[config.mk]
export PLATFORM = sky130hd
export DESIGN_NAME = sumstage_out
export DESIGN_NICKNAME = d
export VERILOG_FILES = /design/src/rtl/sumstage_pkg.sv /design/src/rtl/sumstage_adder.sv /design/src/rtl/sumstage_format.sv /design/src/rtl/sumstage_iq_track.sv /design/src/rtl/sumstage_out.sv
export SDC_FILE = /design/constraint.sdc
export NUM_CORES = 1
export LEC_CHECK = 0
export BUFFER_PORTS_ARGS = -buffer_cell sky130_fd_sc_hd__buf_2
export CAP_MARGIN = 0
export CORE_AREA = 2 2 86 88
export CTS_CLUSTER_SIZE = 40
export DETAILED_ROUTE_END_ITERATION = 6
export DIE_AREA = 0 0 88 90
export HOLD_SLACK_MARGIN = 0.06
export PLACE_DENSITY = 0.86
export SYNTH_ARGS = -nofsm -noshare
export SYNTH_HDL_FRONTEND = slang
export SYNTH_SLANG_ARGS = --single-unit
[constraint.sdc]
create_clock -name clk -period 11.7 [get_ports clk]
set_input_delay 0.585 -clock clk [delete_from_list [all_inputs] [get_ports clk]]
set_output_delay 0.585 -clock clk [all_outputs]
set_load 0.02 [all_outputs]
[src/rtl/sumstage_pkg.sv]
package sumstage_pkg;

  // Mode word: bit 1 selects two's complement output, bit 0 enables clipping.
  typedef struct packed {
    logic twos_fmt;
    logic clip_en;
  } sum_mode_t;

  // Phase of the sample entering the stage.
  //   input changed since last clock -> follow the input
  //   input held high                -> alternate on our own
  //   input held low                 -> real data (phase 0)
  function automatic logic iq_next_tag(input logic qin,
                                       input logic qin_prev,
                                       input logic tag_prev);
    logic t;
    if (qin != qin_prev) t = qin;
    else if (qin)        t = ~tag_prev;
    else                 t = 1'b0;
    return t;
  endfunction

endpackage

[src/rtl/sumstage_adder.sv]
module sumstage_adder #(
  parameter int DATA_W = 18,
  parameter int N_CH   = 4,
  parameter int SUM_W  = DATA_W + $clog2(N_CH + 1)
) (
  input  logic                     clk,
  input  logic                     rst,
  input  logic [N_CH*DATA_W-1:0]   ch_i,
  input  logic [DATA_W-1:0]        wb_i,
  output logic signed [SUM_W-1:0]  sum_o
);

  localparam int EXT_W = SUM_W - DATA_W;

  logic signed [SUM_W-1:0] ext_ch [N_CH];
  logic signed [SUM_W-1:0] ext_wb;
  logic signed [SUM_W-1:0] acc;

  // Sign-extend every addend so the full sum can never wrap.
  for (genvar g = 0; g < N_CH; g++) begin : g_ext
    assign ext_ch[g] = {{EXT_W{ch_i[g*DATA_W + DATA_W-1]}}, ch_i[g*DATA_W +: DATA_W]};
  end

  assign ext_wb = {{EXT_W{wb_i[DATA_W-1]}}, wb_i};

  always_comb begin
    acc = ext_wb;
    for (int i = 0; i < N_CH; i++) begin
      acc = acc + ext_ch[i];
    end
  end

  always_ff @(posedge clk) begin
    if (rst) sum_o <= '0;
    else     sum_o <= acc;
  end

endmodule

[src/rtl/sumstage_format.sv]
module sumstage_format #(
  parameter int DATA_W = 18,
  parameter int SUM_W  = 21
) (
  input  logic                     clk,
  input  logic                     rst,
  input  logic signed [SUM_W-1:0]  sum_i,
  input  logic                     clip_i,
  input  logic                     twos_i,
  output logic [DATA_W-1:0]        out_o
);

  localparam int DW2 = DATA_W - 2;
  localparam logic signed [SUM_W-1:0] POS_LIM = SUM_W'((64'sd1 <<< DW2) - 64'sd1);
  localparam logic signed [SUM_W-1:0] NEG_LIM = -POS_LIM - SUM_W'(1);
  localparam logic [DATA_W-1:0] POS_CODE  = {2'b00, {DW2{1'b1}}};
  localparam logic [DATA_W-1:0] NEG_CODE  = {2'b01, {DW2{1'b0}}};
  localparam logic [DATA_W-1:0] GUARD_MSB = {2'b01, {DW2{1'b0}}};
  localparam logic [DATA_W-1:0] TOP_MSB   = {1'b1, {(DATA_W-1){1'b0}}};

  logic [DATA_W-1:0] clip_word;
  logic [DATA_W-1:0] wrap_word;
  logic [DATA_W-1:0] nxt;

  always_comb begin
    // Saturating path: bit DATA_W-1 is a guard and stays zero.
    if (sum_i > POS_LIM)      clip_word = POS_CODE;
    else if (sum_i < NEG_LIM) clip_word = NEG_CODE;
    else                      clip_word = {1'b0, sum_i[DATA_W-2:0]};
    // Halving path: arithmetic shift by one, then keep DATA_W bits.
    wrap_word = sum_i[DATA_W:1];
    if (clip_i) nxt = twos_i ? clip_word : (clip_word ^ GUARD_MSB);
    else        nxt = twos_i ? wrap_word : (wrap_word ^ TOP_MSB);
  end

  always_ff @(posedge clk) begin
    if (rst) out_o <= '0;
    else     out_o <= nxt;
  end

  AST_GUARD_BIT_ZERO: assert property (@(posedge clk) disable iff (rst)
    clip_i |=> !out_o[DATA_W-1]);

  AST_POS_SAT_TWOS: assert property (@(posedge clk) disable iff (rst)
    (clip_i && twos_i && (sum_i > POS_LIM)) |=> (out_o == POS_CODE));

  AST_NEG_SAT_TWOS: assert property (@(posedge clk) disable iff (rst)
    (clip_i && twos_i && (sum_i < NEG_LIM)) |=> (out_o == NEG_CODE));

  AST_OFFSET_SAT: assert property (@(posedge clk) disable iff (rst)
    (clip_i && !twos_i && (sum_i > POS_LIM)) |=> (out_o == (POS_CODE ^ GUARD_MSB)));

endmodule

[src/rtl/sumstage_iq_track.sv]
module sumstage_iq_track
  import sumstage_pkg::*;
(
  input  logic clk,
  input  logic rst,
  input  logic qin_i,
  output logic qout_o
);

  logic qin_prev_q;
  logic tag_q;

  always_ff @(posedge clk) begin
    if (rst) begin
      qin_prev_q <= 1'b0;
      tag_q      <= 1'b0;
      qout_o     <= 1'b0;
    end else begin
      qin_prev_q <= qin_i;
      tag_q      <= iq_next_tag(qin_i, qin_prev_q, tag_q);
      qout_o     <= tag_q;
    end
  end

  AST_REAL_PHASE_LOW: assert property (@(posedge clk) disable iff (rst)
    !qin_i |=> ##1 !qout_o);

  AST_HELD_HIGH_ALTERNATES: assert property (@(posedge clk) disable iff (rst)
    (qin_i && qin_prev_q) |=> (tag_q != $past(tag_q)));

  AST_FOLLOW_TOGGLE: assert property (@(posedge clk) disable iff (rst)
    (qin_i != qin_prev_q) |=> (tag_q == $past(qin_i)));

endmodule

[src/rtl/sumstage_out.sv]
module sumstage_out
  import sumstage_pkg::*;
#(
  parameter int DATA_W = 18,
  parameter int N_CH   = 4
) (
  input  logic                    clk,
  input  logic                    rst,
  input  logic [1:0]              mode_i,
  input  logic [N_CH*DATA_W-1:0]  ch_i,
  input  logic [DATA_W-1:0]       wb_i,
  input  logic                    qin_i,
  input  logic                    oen_i,
  output logic [DATA_W-1:0]       bus_o,
  output logic                    bus_drive_o,
  output logic                    qout_o
);

  localparam int SUM_W = DATA_W + $clog2(N_CH + 1);

  logic signed [SUM_W-1:0] sum_q;
  sum_mode_t               mode_q;

  // Stage 1: wide sum, mode captured alongside it.
  sumstage_adder #(.DATA_W(DATA_W), .N_CH(N_CH), .SUM_W(SUM_W)) u_adder (
    .clk   (clk),
    .rst   (rst),
    .ch_i  (ch_i),
    .wb_i  (wb_i),
    .sum_o (sum_q)
  );

  always_ff @(posedge clk) begin
    if (rst) mode_q <= '0;
    else     mode_q <= sum_mode_t'(mode_i);
  end

  // Stage 2: clip / halve and format.
  sumstage_format #(.DATA_W(DATA_W), .SUM_W(SUM_W)) u_format (
    .clk    (clk),
    .rst    (rst),
    .sum_i  (sum_q),
    .clip_i (mode_q.clip_en),
    .twos_i (mode_q.twos_fmt),
    .out_o  (bus_o)
  );

  sumstage_iq_track u_iq (
    .clk    (clk),
    .rst    (rst),
    .qin_i  (qin_i),
    .qout_o (qout_o)
  );

  assign bus_drive_o = !oen_i;

  AST_ZERO_IN_ZERO_OUT: assert property (@(posedge clk) disable iff (rst)
    ((ch_i == '0) && (wb_i == '0) && (mode_i == 2'b11)) |=> ##1 (bus_o == '0));

endmodule

# Yosys cells after proc, flatten, opt, wreduce, memory -nomap -nowiden
# Index checks and enable logic that the tools add are counted.
[word_totals]
output_inout_bits = 20
ram_bits = 0
latch_bits = 0
register_bits = 44
wordCells = 25
inputBits = 96
romBits = 0
n_memories = 0
[op_classes]
shift = 0
div_mod_pow = 0
n_addsub = 4
n_bitwise = 3
n_eq_ne = 1
n_reduce_logical = 1
n_mux = 7
mul = 0
order_cmp = 2
[ops]
columns = ["operator", "n"]
rows = [
  ["2-to-1 mux 17 bit", 3],
  ["adder 21 x 18 -> 21 bit", 2],
  ["2-to-1 mux 18 bit", 2],
  ["> comparator 21 x 17 -> 1 bit (second input constant)", 1],
  ["< comparator 21 x 17 -> 1 bit (second input constant)", 1],
  ["adder 19 x 18 -> 20 bit", 1],
  ["adder 18 x 18 -> 19 bit", 1],
  ["inverter 1 bit", 3],
  ["2-to-1 mux 1 bit", 2],
  ["zero test 1 bit", 1],
  ["inequality test 1 bit", 1],
]

# Depth between registers and ports, before layout
# Gate-level depths: netlist of run 1.
[logic_depth]
ltp_word = 6
depth_mapped = 20
ltp_nobuf = 20

# Hierarchy
# A second synthesis of run 1 with hierarchy kept.
[hier_totals]
cells_unflattened = 460
area_unflattened_um2 = 4077.7
[by_module_without_submodules]
columns = ["mod", "cells_per_inst", "n_inst", "seq_area_each_um2", "area_each_um2"]
rows = [
  ["sumstage_adder", 402, 1, 420.4, 3276.9],
  ["sumstage_format", 47, 1, 360.3, 658.1],
  ["sumstage_iq_track", 6, 1, 60.1, 86.3],
  ["sumstage_out", 5, 1, 40.0, 56.3],
]

# Worst setup path after synthesis of run 1
# No wires, ideal clock.
[synth_timing]
path_type = "in2reg"
from = "in ch_i[1]"
to = "reg u_adder.sum_o[19]"
setup_ns = 0.121
n_path_buf = 0
t_required_ns = 11.579
slack_ns = 6.823
cell_stages = 19
arrival_time_ns = 4.756
path_cell_list = "inv_1 -> fa_1 -> inv_1 -> ha_1 -> fa_1 -> a21oi_1 -> o211ai_1 -> a21oi_1 -> nor2_1 -> nor2_1 -> xnor2_1 -> fa_1 -> ha_1 -> and2_1 -> and3_1 -> and3_4 -> a211o_1 -> o32a_1 -> mux2_4"
[synth_via]
elab_chain_cells = 4
[synth_lines]
columns = ["element", "line_no", "rtl"]
rows = [
  ["from (decl)", "sumstage_out.sv:10", "input logic [N_CH*DATA_W-1:0] ch_i,"],
  ["adder 18 x 18 -> 19 bit", "sumstage_adder.sv:29", "acc = acc + ext_ch[i];"],
  ["adder 19 x 18 -> 20 bit", "sumstage_adder.sv:29", ""],
  ["adder 21 x 18 -> 21 bit (2 in a row)", "sumstage_adder.sv:29", ""],
  ["to (signal assigned)", "sumstage_adder.sv:34", "if (rst) sum_o <= '0;"],
  ["to (signal assigned)", "sumstage_adder.sv:35", "else sum_o <= acc;"],
  ["to (decl)", "sumstage_adder.sv:10", "output logic signed [SUM_W-1:0] sum_o"],
]
# Every way passes these cells.
# A chain may end at the register's enable or synchronous reset.

# Worst setup path after layout of run 1
[layout_timing]
from = "in ch_i[1]"
to = "reg u_adder.sum_o[14]"
# Same word-level chain as after synthesis.

==> impl_metrics.json, run 1 <==
{
  "insertedDiodeCount": 0,
  "postSynth.asyncResetShare": 0,
  "critPathLaunchType": "input port",
  "insertion_delay_ps": 290,
  "hold_class": "reg2reg",
  "synth_edf_count": 0,
  "die_width_um": 88,
  "pwr-share-comb": 0.696,
  "design.portCount": 116,
  "rsz0062_at_grt": "false",
  "worstSetupStartpoint": "ch_i[1]",
  "finalHoldViolations": 0,
  "starting_density": 0.558,
  "ys_ff_latch": 44,
  "largest_net_degree_at_the_start_of_global_routing": 34,
  "synth_mux_area_frac": 0.0147,
  "routed_wirelength_um": 7850,
  "regArea_um2": 881,
  "synthesis.nets": 608,
  "cts-root-to-sink-buffers": 2,
  "nFillCells": 592,
  "layout.nets": 721,
  "tritoncts": "done",
  "r2r-start": "u_adder.sum_o[18]",
  "timing.fmax_mhz": 196,
  "synth-adder-area-share": 0.323,
  "critPathMostFrequentCell": "sky130_fd_sc_hd__fa_1",
  "synth.top_cells.by_area": "sky130_fd_sc_hd__dfxtp_1, sky130_fd_sc_hd__fa_1, sky130_fd_sc_hd__ha_1",
  "cts_buffers": 5,
  "slew_headroom": 0.407,
  "synthesis.area_um2": 3920,
  "fp.coreArea_um2": 7020,
  "count_of_antenna_violating_nets_left_after_detailed_routing": 0,
  "finalSetupViolCount": 0,
  "dieArea_um2": 7920,
  "finalPower_uw": 1020,
  "synthSimpleGateAreaFrac": 0.171,
  "slowest_delay_ps": 530,
  "max-vdd-ir-drop_v": 0.0000841,
  "number_of_placed_instances_with_taps_included": 640,
  "placement.setup.worst_slack_ps": 6360,
  "leading_register_cell_type_out_of_synthesis": "sky130_fd_sc_hd__dfxtp_1",
  "place.detailed.hpwl_um": 6840,
  "setup-tns-final_ps": 0,
  "synth.distinct_cells": 53,
  "synthesis.yosys.warnings": 0,
  "grt.total_usage": 0.211,
  "routabilityCongestion": 0.829,
  "htree_levels": 2,
  "reg2reg_depth": 4,
  "tightestPinTransition_ps": 886,
  "buffer_ports.inserted": 115,
  "synth_xor_area_frac": 0.0649,
  "route.vias.total": 3351,
  "timing.final.max_slew_violations": 0,
  "worstSetupPathType": "in2reg",
  "antenna_found_initial": 0,
  "layout_common_cells": "sky130_fd_sc_hd__buf_2, sky130_fd_sc_hd__nand2_1, sky130_fd_sc_hd__dfxtp_1",
  "pwr-share-clk": 0.091,
  "yosysTopAreaCellShare": 0.225,
  "synth-seq-area-share": 0.225,
  "seqPwrFrac": 0.213,
  "p_switching_uw": 459,
  "synth_compound_gate_area_share": 0.163,
  "residual_drc_count": 0,
  "int_pwr_uw": 558,
  "worstPathArrival_ps": 5280,
  "combinational_family_with_the_most_area_after_synthesis": "adder cells",
  "overflow": 0,
  "endpoint": "u_adder.sum_o[14]",
  "die_y_um": 90,
  "status": "finished, final reports clean",
  "drt_first_iter_violations": 115,
  "r2r_setup_slack_ps": 10080,
  "finish.cell_count_without_fillers": 648,
  "final_common_cell": "sky130_fd_sc_hd__buf_2",
  "drt-wirelength-per-cell_um": 12.1,
  "post_cts_resized": 0,
  "synth.avg_cell_area_um2": 9.00,
  "vias_per_cell": 5.17,
  "p_per_area_nw_per_um2": 218,
  "std_cell_rows": 31,
  "slowest_stage": "sky130_fd_sc_hd__fa_1",
  "cp_required_ps": 11880,
  "yosysTopAreaCell": "sky130_fd_sc_hd__dfxtp_1",
  "detailedRoute.firstPassIterationCount": 4,
  "cts_setup_buffers": 0,
  "number_of_global_route_vias_before_repair": 3371,
  "maxCapViolations": 0,
  "path_cells": "buf_2 > inv_1 > fa_1 > inv_1 > ha_1 > fa_1 > a21oi_1 > o21ai_0 > a21oi_1 > o21ai_0 > xor2_1 > fa_1 > ha_1 > nand4_1 > o22ai_1 > nor3b_1 > o21ai_1 > a21boi_0 > mux2_2",
  "cellLeakagePower_uw": 0.00230,
  "power_switching_share": 0.451,
  "post-route-min-period_ps": 5100,
  "netlist_instances": 435,
  "cp.buffers_inverters": 3,
  "numClockSinks": 44,
  "syn2layout_area_growth_pct": 19.4,
  "finClkSkew_ps": 4.84,
  "cts.clk_slew.worst_paths_ps": 70,
  "worst_setup_path_end_kind": "flop",
  "grt_first_pass_wirelength_um": 13700,
  "worstSetupPathDepth": 19,
  "critical_path_peak_fanout": 8,
  "timing.rr.end": "u_format.out_o[1]",
  "final.period_utilization": 0.436,
  "path_delay_family": "adder cells",
  "cts_hold_repair.buffers": 0,
  "drive_gt1_frac": 0.246,
  "multi_input_area_um2": 2880,
  "clk_root_buffer_cell": "sky130_fd_sc_hd__clkbuf_8",
  "postLayoutSetupSlackWorst_ps": 6600
}
cell type report:
class	count	area share
multi-input cells	351	0.617
flip-flops and latches	44	0.188
repair buffers	115	0.123
well taps	99	0.0265
inverters	31	0.0249
clock buffers	7	0.0185
clock inverters	1	0.00161
worst min path at each step:
stage / startpoint / endpoint / slack, ps / depth (start not counted)
finish: u_adder.sum_o[9] / u_format.out_o[8] / 440 / 2
global route: u_adder.sum_o[7] / u_format.out_o[6] / 460 / 2
CTS: u_adder.sum_o[8] / u_format.out_o[7] / 440 / 2
detailed placement: u_adder.sum_o[13] / u_format.out_o[12] / 420 / 2
global placement: u_iq.qin_prev_q / u_iq.tag_q / 400 / 1
floorplan: u_iq.qin_prev_q / u_iq.tag_q / 400 / 1
metrics by stage:
stage	hold WS [ps]	util	area, um^2
2_1_floorplan	396	-	3920
3_3_place_gp	401	0.652	4580
3_5_place_dp	421	0.652	4580
4_1_cts	439	0.666	4670
5_1_grt	455	0.666	4670
6_report	436	0.666	4670
flip-flops by register name, indices dropped and copies added, names as in the netlist:
register,cells
u_iq.qout_o,1
u_iq.tag_q,1
u_iq.qin_prev_q,1
u_format.out_o,18
u_adder.sum_o,21
mode_q,2
power groups by stage:
stage | clock network [uW] | registers, uW | logic, uW
final | 92.4 | 216 | 709
after global routing | 100 | 221 | 805
after detailed placement | 0 | 220 | 702
after CTS | 94.6 | 217 | 707
after global placement | 0 | 219 | 693
after floorplan | 0 | 239 | 531
synth_stat cells (all sizes together), types with 3 or more instances:
| cell type | n |
|---|---|
| nor2 | 33 |
| o31ai | 3 |
| o21a | 3 |
| mux2 | 3 |
| o21ai | 31 |
| nand4 | 9 |
| xnor2 | 17 |
| nand3 | 5 |
| inv | 31 |
| clkbuf | 7 |
| ha | 37 |
| xor2 | 12 |
| a21oi | 33 |
| nand2 | 44 |
| nand2b | 6 |
| or2 | 3 |
| fa | 40 |
| nor2b | 15 |
| and2 | 3 |
| nor4 | 4 |
| nor3 | 5 |
| dfxtp | 44 |
| a21o | 10 |
cells by family after synthesis:
logic type / Yosys count
and+or+nand+nor: 137
xor gates and xnor gates: 29
DFF: 44
adders and majority gates: 77
AOI/OAI and AO/OA: 103
muxes: 5
buffers and inverters: 40
worst reg2reg max path, delay by kind of cell, from the launching register on:
kind             cells  cell delay (ps)
AND/OR/NAND/NOR      2              230
AO/OA/AOI/OAI        2              950
flip-flops           1              380
layer usage:
metal	vias up	track usage	share of wire
met5	-	0	0
met4	0	0.0808	0.024
met3	16	0.0239	0.045
met1	1506	0.263	0.44
met2	101	0.366	0.49
li1	1728	-	-
No activity file was read; power rests on OpenSTA's default activity.
==> inputs of run 2 (changes only) <==
--- a/config.mk
+++ b/config.mk
@@ -5,14 +5,15 @@
 export SDC_FILE = /design/constraint.sdc
 export NUM_CORES = 1
 export LEC_CHECK = 0
+export ABC_AREA = 1
 export BUFFER_PORTS_ARGS = -buffer_cell sky130_fd_sc_hd__buf_2
 export CAP_MARGIN = 0
-export CORE_AREA = 2 2 86 88
+export CORE_AREA = 2 2 98 100
 export CTS_CLUSTER_SIZE = 40
 export DETAILED_ROUTE_END_ITERATION = 6
-export DIE_AREA = 0 0 88 90
+export DIE_AREA = 0 0 100 102
 export HOLD_SLACK_MARGIN = 0.06
-export PLACE_DENSITY = 0.86
+export PLACE_DENSITY = 0.76
 export SYNTH_ARGS = -nofsm -noshare
 export SYNTH_HDL_FRONTEND = slang
 export SYNTH_SLANG_ARGS = --single-unit
==> constraint.sdc (replaced) <==
create_clock -name clk -period 4.5 [get_ports clk]
set_input_delay 0.225 -clock clk [delete_from_list [all_inputs] [get_ports clk]]
set_output_delay 0.225 -clock clk [all_outputs]
set_load 0.02 [all_outputs]
==> impl_metrics.json, run 2 <==
{
  "cts_hold_repair.buffers": 0,
  "synthesis.nets": 770,
  "yosysTopAreaCell": "sky130_fd_sc_hd__dfxtp_1",
  "grt.total_usage": 0.194,
  "die_y_um": 102,
  "synth_edf_count": 0,
  "fp.coreArea_um2": 9110,
  "count_of_antenna_violating_nets_left_after_detailed_routing": 0,
  "post_cts_resized": 0,
  "hold_class": "in2reg",
  "critPathMostFrequentCell": "sky130_fd_sc_hd__nand2_1",
  "finish.cell_count_without_fillers": 824,
  "drive_gt1_frac": 0.205,
  "clk_root_buffer_cell": "sky130_fd_sc_hd__clkbuf_8",
  "synthesis.yosys.warnings": 0,
  "vias_per_cell": 4.97,
  "fin_worst_hold_slack_ps": 149,
  "largest_registers": "u_adder.sum_o (21), u_format.out_o (18), mode_q (2)",
  "status": "finished, final reports clean",
  "place.detailed.hpwl_um": 8330,
  "final_common_cell": "sky130_fd_sc_hd__nand2_1",
  "tightestPinTransition_ps": 909,
  "worstSetupPathType": "in2reg",
  "timing.final.max_slew_violations": 0,
  "cts-root-to-sink-buffers": 2,
  "overflow": 0,
  "synth.avg_cell_area_um2": 7.28,
  "critical_path_peak_fanout": 4,
  "antenna_found_initial": 0,
  "synth_most_common_cell": "sky130_fd_sc_hd__nand2_1",
  "cts_buffers": 5,
  "r2r_setup_slack_ps": 3010,
  "dieArea_um2": 10200,
  "routabilityCongestion": 0.902,
  "number_of_placed_instances_with_taps_included": 816,
  "setup-tns-final_ps": 0,
  "tritoncts": "done",
  "endpoint": "u_adder.sum_o[20]",
  "worstPathArrival_ps": 4010,
  "maxCapViolations": 0,
  "htree_levels": 2,
  "yosysTopAreaCellShare": 0.203,
  "r2r-start": "u_adder.sum_o[18]",
  "die_width_um": 100,
  "slew_headroom": 0.393,
  "rsz0062_at_grt": "false",
  "buffer_ports.inserted": 115,
  "cp_required_ps": 4720,
  "worst_setup_path_end_kind": "flop",
  "post-route-min-period_ps": 3790,
  "largest_register_ff_count": 21,
  "synth.top_cells.by_area": "sky130_fd_sc_hd__dfxtp_1, sky130_fd_sc_hd__fa_1, sky130_fd_sc_hd__nand2_1",
  "placement.setup.worst_slack_ps": 425,
  "timing.rr.end": "u_format.out_o[10]",
  "routed_wirelength_um": 9480,
  "final.period_utilization": 0.842,
  "p_per_area_nw_per_um2": 551,
  "largest-register": "u_adder.sum_o",
  "layout.nets": 885,
  "timing.fmax_mhz": 264,
  "detailedRoute.firstPassIterationCount": 4,
  "critPathLaunchType": "input port",
  "leading_register_cell_type_out_of_synthesis": "sky130_fd_sc_hd__dfxtp_1",
  "worstSetupStartpoint": "ch_i[1]",
  "starting_density": 0.477,
  "postLayoutSetupSlackWorst_ps": 712,
  "finalPower_uw": 2820,
  "largest_net_degree_at_the_start_of_global_routing": 33,
  "cts.clk_slew.worst_paths_ps": 70,
  "synth.distinct_cells": 35,
  "drt_first_iter_violations": 186,
  "finalSetupViolCount": 0,
  "design.portCount": 116,
  "numClockSinks": 44,
  "slowest_stage": "sky130_fd_sc_hd__fa_1",
  "grt_first_pass_wirelength_um": 16400,
  "finalHoldViolations": 0,
  "slowest_delay_ps": 540,
  "synthesis.area_um2": 4340,
  "synth-seq-area-share": 0.203,
  "max-vdd-ir-drop_v": 0.000176,
  "synth_top_cells_by_count": "sky130_fd_sc_hd__nand2_1, sky130_fd_sc_hd__inv_1, sky130_fd_sc_hd__nor2_1",
  "cts_setup_buffers": 0,
  "netlist_instances": 597,
  "cellLeakagePower_uw": 0.00280,
  "std_cell_rows": 35,
  "layout_common_cells": "sky130_fd_sc_hd__nand2_1, sky130_fd_sc_hd__buf_2, sky130_fd_sc_hd__inv_1",
  "insertion_delay_ps": 280,
  "finClkSkew_ps": 4.80,
  "reg2reg_depth": 4,
  "route.vias.total": 4099,
  "drt-wirelength-per-cell_um": 11.5,
  "residual_drc_count": 0,
  "number_of_global_route_vias_before_repair": 4070,
  "syn2layout_area_growth_pct": 17.7,
  "ys_ff_latch": 44,
  "postSynth.asyncResetShare": 0,
  "insertedDiodeCount": 0
}
[run 2: changes by cell type in the layout (fill, tap and decap cells not counted), moves of 15 or more]
| cell | before | now |
|---|---|---|
| sky130_fd_sc_hd__a21oi_1 | 33 | 48 |
| sky130_fd_sc_hd__inv_1 | 31 | 87 |
| sky130_fd_sc_hd__nand2_1 | 44 | 146 |
| sky130_fd_sc_hd__nand3_1 | 5 | 45 |
| sky130_fd_sc_hd__nor2_1 | 33 | 52 |
| sky130_fd_sc_hd__nor2b_1 | 15 | 0 |
[run 2: through the flow]
step,area [um^2],util
2_1_floorplan,4340,-
3_3_place_gp,5020,0.551
3_5_place_dp,5020,0.551
4_1_cts,5110,0.561
5_1_grt,5110,0.561
6_report,5110,0.561
[run 2: cell type report]
cell class                 instances  area (um^2)
clock inverter                     2         10.0
inverter                          89          334
fill                             880         4000
multi-input combinational        457         3090
sequential                        44          881
tap                              111          139
timing repair buffer             115          576
clock buffer                       6         82.6
[run 2: where the power goes]
part           switching [uW]  total, uW  leakage (uW)  internal, uW
clock                     114        236     0.0000510           122
sequential               47.7        567      0.000366           519
combinational            1290       2010       0.00238           726
[run 2: metal layers]
| layer | track usage | vias to the layer above | part of all wire |
|---|---|---|---|
| li1 | - | 2145 | - |
| met1 | 0.228 | 1817 | 0.43 |
| met2 | 0.376 | 125 | 0.50 |
| met3 | 0.0192 | 12 | 0.053 |
| met4 | 0.0506 | 0 | 0.013 |
| met5 | 0 | - | 0 |
[run 2: worst min path at each step]
stage,startpoint,to,slack (ps),depth (start not counted)
2_1_floorplan,mode_i[0],mode_q[0],330,2
3_3_place_gp,u_iq.qin_prev_q,u_iq.tag_q,400,1
3_5_place_dp,u_iq.qin_prev_q,u_iq.tag_q,410,1
4_1_cts,mode_i[1],mode_q[1],140,3
5_1_grt,qin_i,u_iq.qin_prev_q,150,3
6_report,mode_i[0],mode_q[0],150,3
[run 2: kinds of logic after synthesis]
kind of cell,Yosys count,synth area share
DFF,44,0.203
xor gates and xnor gates,15,0.0302
buffers and inverters,96,0.0858
AOI/OAI and AO/OA,93,0.115
and+or+nand+nor,272,0.275
adders and majority gates,77,0.291
[run 2: worst max-delay path, delay by kind of cell]
family,cells,cell delay [ps]
buffers and inverters,5,280
AND/OR/NAND/NOR,15,1460
adder cells (fa/ha/maj),5,2050
==> inputs of run 3 (changes only) <==
--- a/config.mk
+++ b/config.mk
@@ -5,15 +5,15 @@
 export SDC_FILE = /design/constraint.sdc
 export NUM_CORES = 1
 export LEC_CHECK = 0
-export ABC_AREA = 1
+export ABC_AREA = 0
 export BUFFER_PORTS_ARGS = -buffer_cell sky130_fd_sc_hd__buf_2
 export CAP_MARGIN = 0
-export CORE_AREA = 2 2 98 100
+export CORE_AREA = 2 2 89 91
 export CTS_CLUSTER_SIZE = 40
 export DETAILED_ROUTE_END_ITERATION = 6
-export DIE_AREA = 0 0 100 102
+export DIE_AREA = 0 0 91 93
 export HOLD_SLACK_MARGIN = 0.06
-export PLACE_DENSITY = 0.76
+export PLACE_DENSITY = 0.81
 export SYNTH_ARGS = -nofsm -noshare
 export SYNTH_HDL_FRONTEND = slang
 export SYNTH_SLANG_ARGS = --single-unit
==> constraint.sdc (replaced) <==
create_clock -name clk -period 3.9 [get_ports clk]
set_input_delay 0.195 -clock clk [delete_from_list [all_inputs] [get_ports clk]]
set_output_delay 0.195 -clock clk [all_outputs]
set_load 0.02 [all_outputs]
==> impl_metrics.json, run 3 (synthesis results as in run 1) <==
{
  "status": "finished with violations",
  "failing_checks": "negative setup slack",
  "timing.rr.end": "u_format.out_o[3]",
  "clk_root_buffer_cell": "sky130_fd_sc_hd__clkbuf_8",
  "worstPathArrival_ps": 4400,
  "dieArea_um2": 8460,
  "die_y_um": 93,
  "critical_path_peak_fanout": 3,
  "residual_drc_count": 0,
  "insertedDiodeCount": 0,
  "tightestPinTransition_ps": 859,
  "buffer_ports.inserted": 115,
  "routed_wirelength_um": 11100,
  "reg2reg_depth": 4,
  "final.period_utilization": 1.08,
  "fp.coreArea_um2": 7530,
  "count_of_antenna_violating_nets_left_after_detailed_routing": 0,
  "path_delay_family": "adder cells",
  "fin_worst_hold_slack_ps": 107,
  "number_of_global_route_vias_before_repair": 3869,
  "slowest_delay_ps": 560,
  "path_cells": "buf_6 > inv_4 > fa_1 > inv_2 > ha_4 > buf_4 > a21o_1 > nand4_1 > buf_4 > nand2_1 > buf_4 > xor2_1 > fa_1 > ha_1 > a21o_1 > nor3_1 > a21oi_2 > a41o_4 > o32a_1 > mux2_4",
  "timing.final.max_slew_violations": 0,
  "hold_class": "in2reg",
  "r2r-start": "u_adder.sum_o[18]",
  "grt_first_pass_wirelength_um": 16200,
  "critPathLaunchType": "input port",
  "layout_common_cells": "sky130_fd_sc_hd__buf_2, sky130_fd_sc_hd__buf_4, sky130_fd_sc_hd__dfxtp_1",
  "numClockSinks": 44,
  "cts-root-to-sink-buffers": 2,
  "detailedRoute.firstPassIterationCount": 4,
  "finalHoldViolations": 0,
  "route.vias.total": 3905,
  "worstSetupStartpoint": "ch_i[1]",
  "routabilityCongestion": 0.848,
  "p_per_area_nw_per_um2": 760,
  "r2r_setup_slack_ps": 2350,
  "maxCapViolations": 0,
  "rsz0062_at_grt": "true",
  "finalSetupViolCount": 7,
  "largest_register_ff_count": 21,
  "number_of_placed_instances_with_taps_included": 715,
  "cp.buffers_inverters": 6,
  "timing.fmax_mhz": 237,
  "postLayoutSetupSlackWorst_ps": -313,
  "cellLeakagePower_uw": 0.00279,
  "critPathMostFrequentCell": "sky130_fd_sc_hd__buf_4",
  "largest_registers": "u_adder.sum_o (21), u_format.out_o (18), mode_q (2)",
  "post-route-min-period_ps": 4210,
  "setup-tns-final_ps": -1140,
  "finish.cell_count_without_fillers": 738,
  "worstSetupPathType": "in2reg",
  "overflow": 0,
  "drive_gt1_frac": 0.462,
  "drt-wirelength-per-cell_um": 15.1,
  "antenna_found_initial": 0,
  "tritoncts": "done",
  "design.portCount": 116,
  "worstSetupPathDepth": 20,
  "grt.total_usage": 0.231,
  "cts_buffers": 5,
  "die_width_um": 91,
  "htree_levels": 2,
  "std_cell_rows": 32,
  "nFillCells": 503,
  "largest-register": "u_adder.sum_o",
  "max-vdd-ir-drop_v": 0.000339,
  "finClkSkew_ps": 5.75,
  "vias_per_cell": 5.29,
  "insertion_delay_ps": 290,
  "largest_net_degree_at_the_start_of_global_routing": 34,
  "worst_setup_path_end_kind": "flop",
  "layout.nets": 809,
  "final_common_cell": "sky130_fd_sc_hd__buf_2",
  "starting_density": 0.520,
  "syn2layout_area_growth_pct": 50.3,
  "drt_first_iter_violations": 205,
  "endpoint": "u_adder.sum_o[19]",
  "cts.clk_slew.worst_paths_ps": 80,
  "slew_headroom": 0.425,
  "place.detailed.hpwl_um": 7700,
  "slowest_stage": "sky130_fd_sc_hd__fa_1",
  "cp_required_ps": 4090
}
-- run 3: cell types whose count changed in the layout (fill, tap and decap cells not counted), sizes merged, moves of 6 or more --
cell    change
a21o       +10
a21oi      -18
buf        +88
inv        -57
nand2     -108
nand2b      +6
nand3      -44
nor2       -24
nor2b      +15
xnor2      +13
-- run 3: worst register-to-register path: stages (launching register included) --
cell                      delay (ps)
sky130_fd_sc_hd__dfxtp_1         380
sky130_fd_sc_hd__nand4_1         110
sky130_fd_sc_hd__a21oi_1         680
sky130_fd_sc_hd__o21ai_0         220
sky130_fd_sc_hd__nand2_1         120
-- run 3: worst min-delay path by stage --
stage | start | cells past startpoint | slack (ps) | end
2_1_floorplan | mode_i[0] | 1 | 320 | mode_q[0]
3_3_place_gp | u_iq.qin_prev_q | 1 | 400 | u_iq.tag_q
3_5_place_dp | u_iq.qin_prev_q | 1 | 410 | u_iq.tag_q
4_1_cts | mode_i[1] | 2 | 100 | mode_q[1]
5_1_grt | mode_i[1] | 2 | 110 | mode_q[1]
6_report | mode_i[1] | 2 | 110 | mode_q[1]
-- run 3: final cells by class --
cell class,count,area [um^2],share of cell area
Clock buffer,5,68.8,0.0117
Clock inverter,2,12.5,0.00213
Inverter,31,126,0.0215
Multi-Input combinational cell,351,3400,0.577
Sequential cell,44,881,0.150
Tap cell,102,128,0.0217
Timing Repair Buffer,203,1270,0.216
-- run 3: metal layers --
| layer | track usage | up-vias | wire, um |
|---|---|---|---|
| met2 | 0.431 | 157 | 5870 |
| met1 | 0.271 | 1813 | 4370 |
| li1 | - | 1906 | - |
| met3 | 0.0338 | 29 | 542 |
| met5 | 0 | - | 0 |
| met4 | 0.0795 | 0 | 365 |
-- run 3: stage by stage --
| stage | util | setup WS, ps | area, um^2 | power [uW] |
|---|---|---|---|---|
| after floorplan | - | -347 | 4040 | 2450 |
| after global placement | 0.697 | -623 | 5240 | 3330 |
| after detailed placement | 0.697 | -677 | 5240 | 3420 |
| after CTS | 0.726 | -250 | 5470 | 3860 |
| after global routing | 0.782 | -418 | 5890 | 4810 |
| final | 0.782 | -313 | 5890 | 4470 |
-- run 3: timing repair --
item / in CTS / in global routing
hold buffers: 0 / 0
hold endpoints to repair: 0 / 0
endpoints found under the setup margin: 8 / 11
setup buffers: 3 / 14
pin swaps: 29 / 61
resized for setup: 26 / 58
gates cloned: 0 / 0
-- run 3: power breakdown --
part           total (uW)  internal (uW)  switching [uW]
logic                3570           1810            1750
registers             649            598            51.7
clock network         258            121             137
total                4470           2530            1940
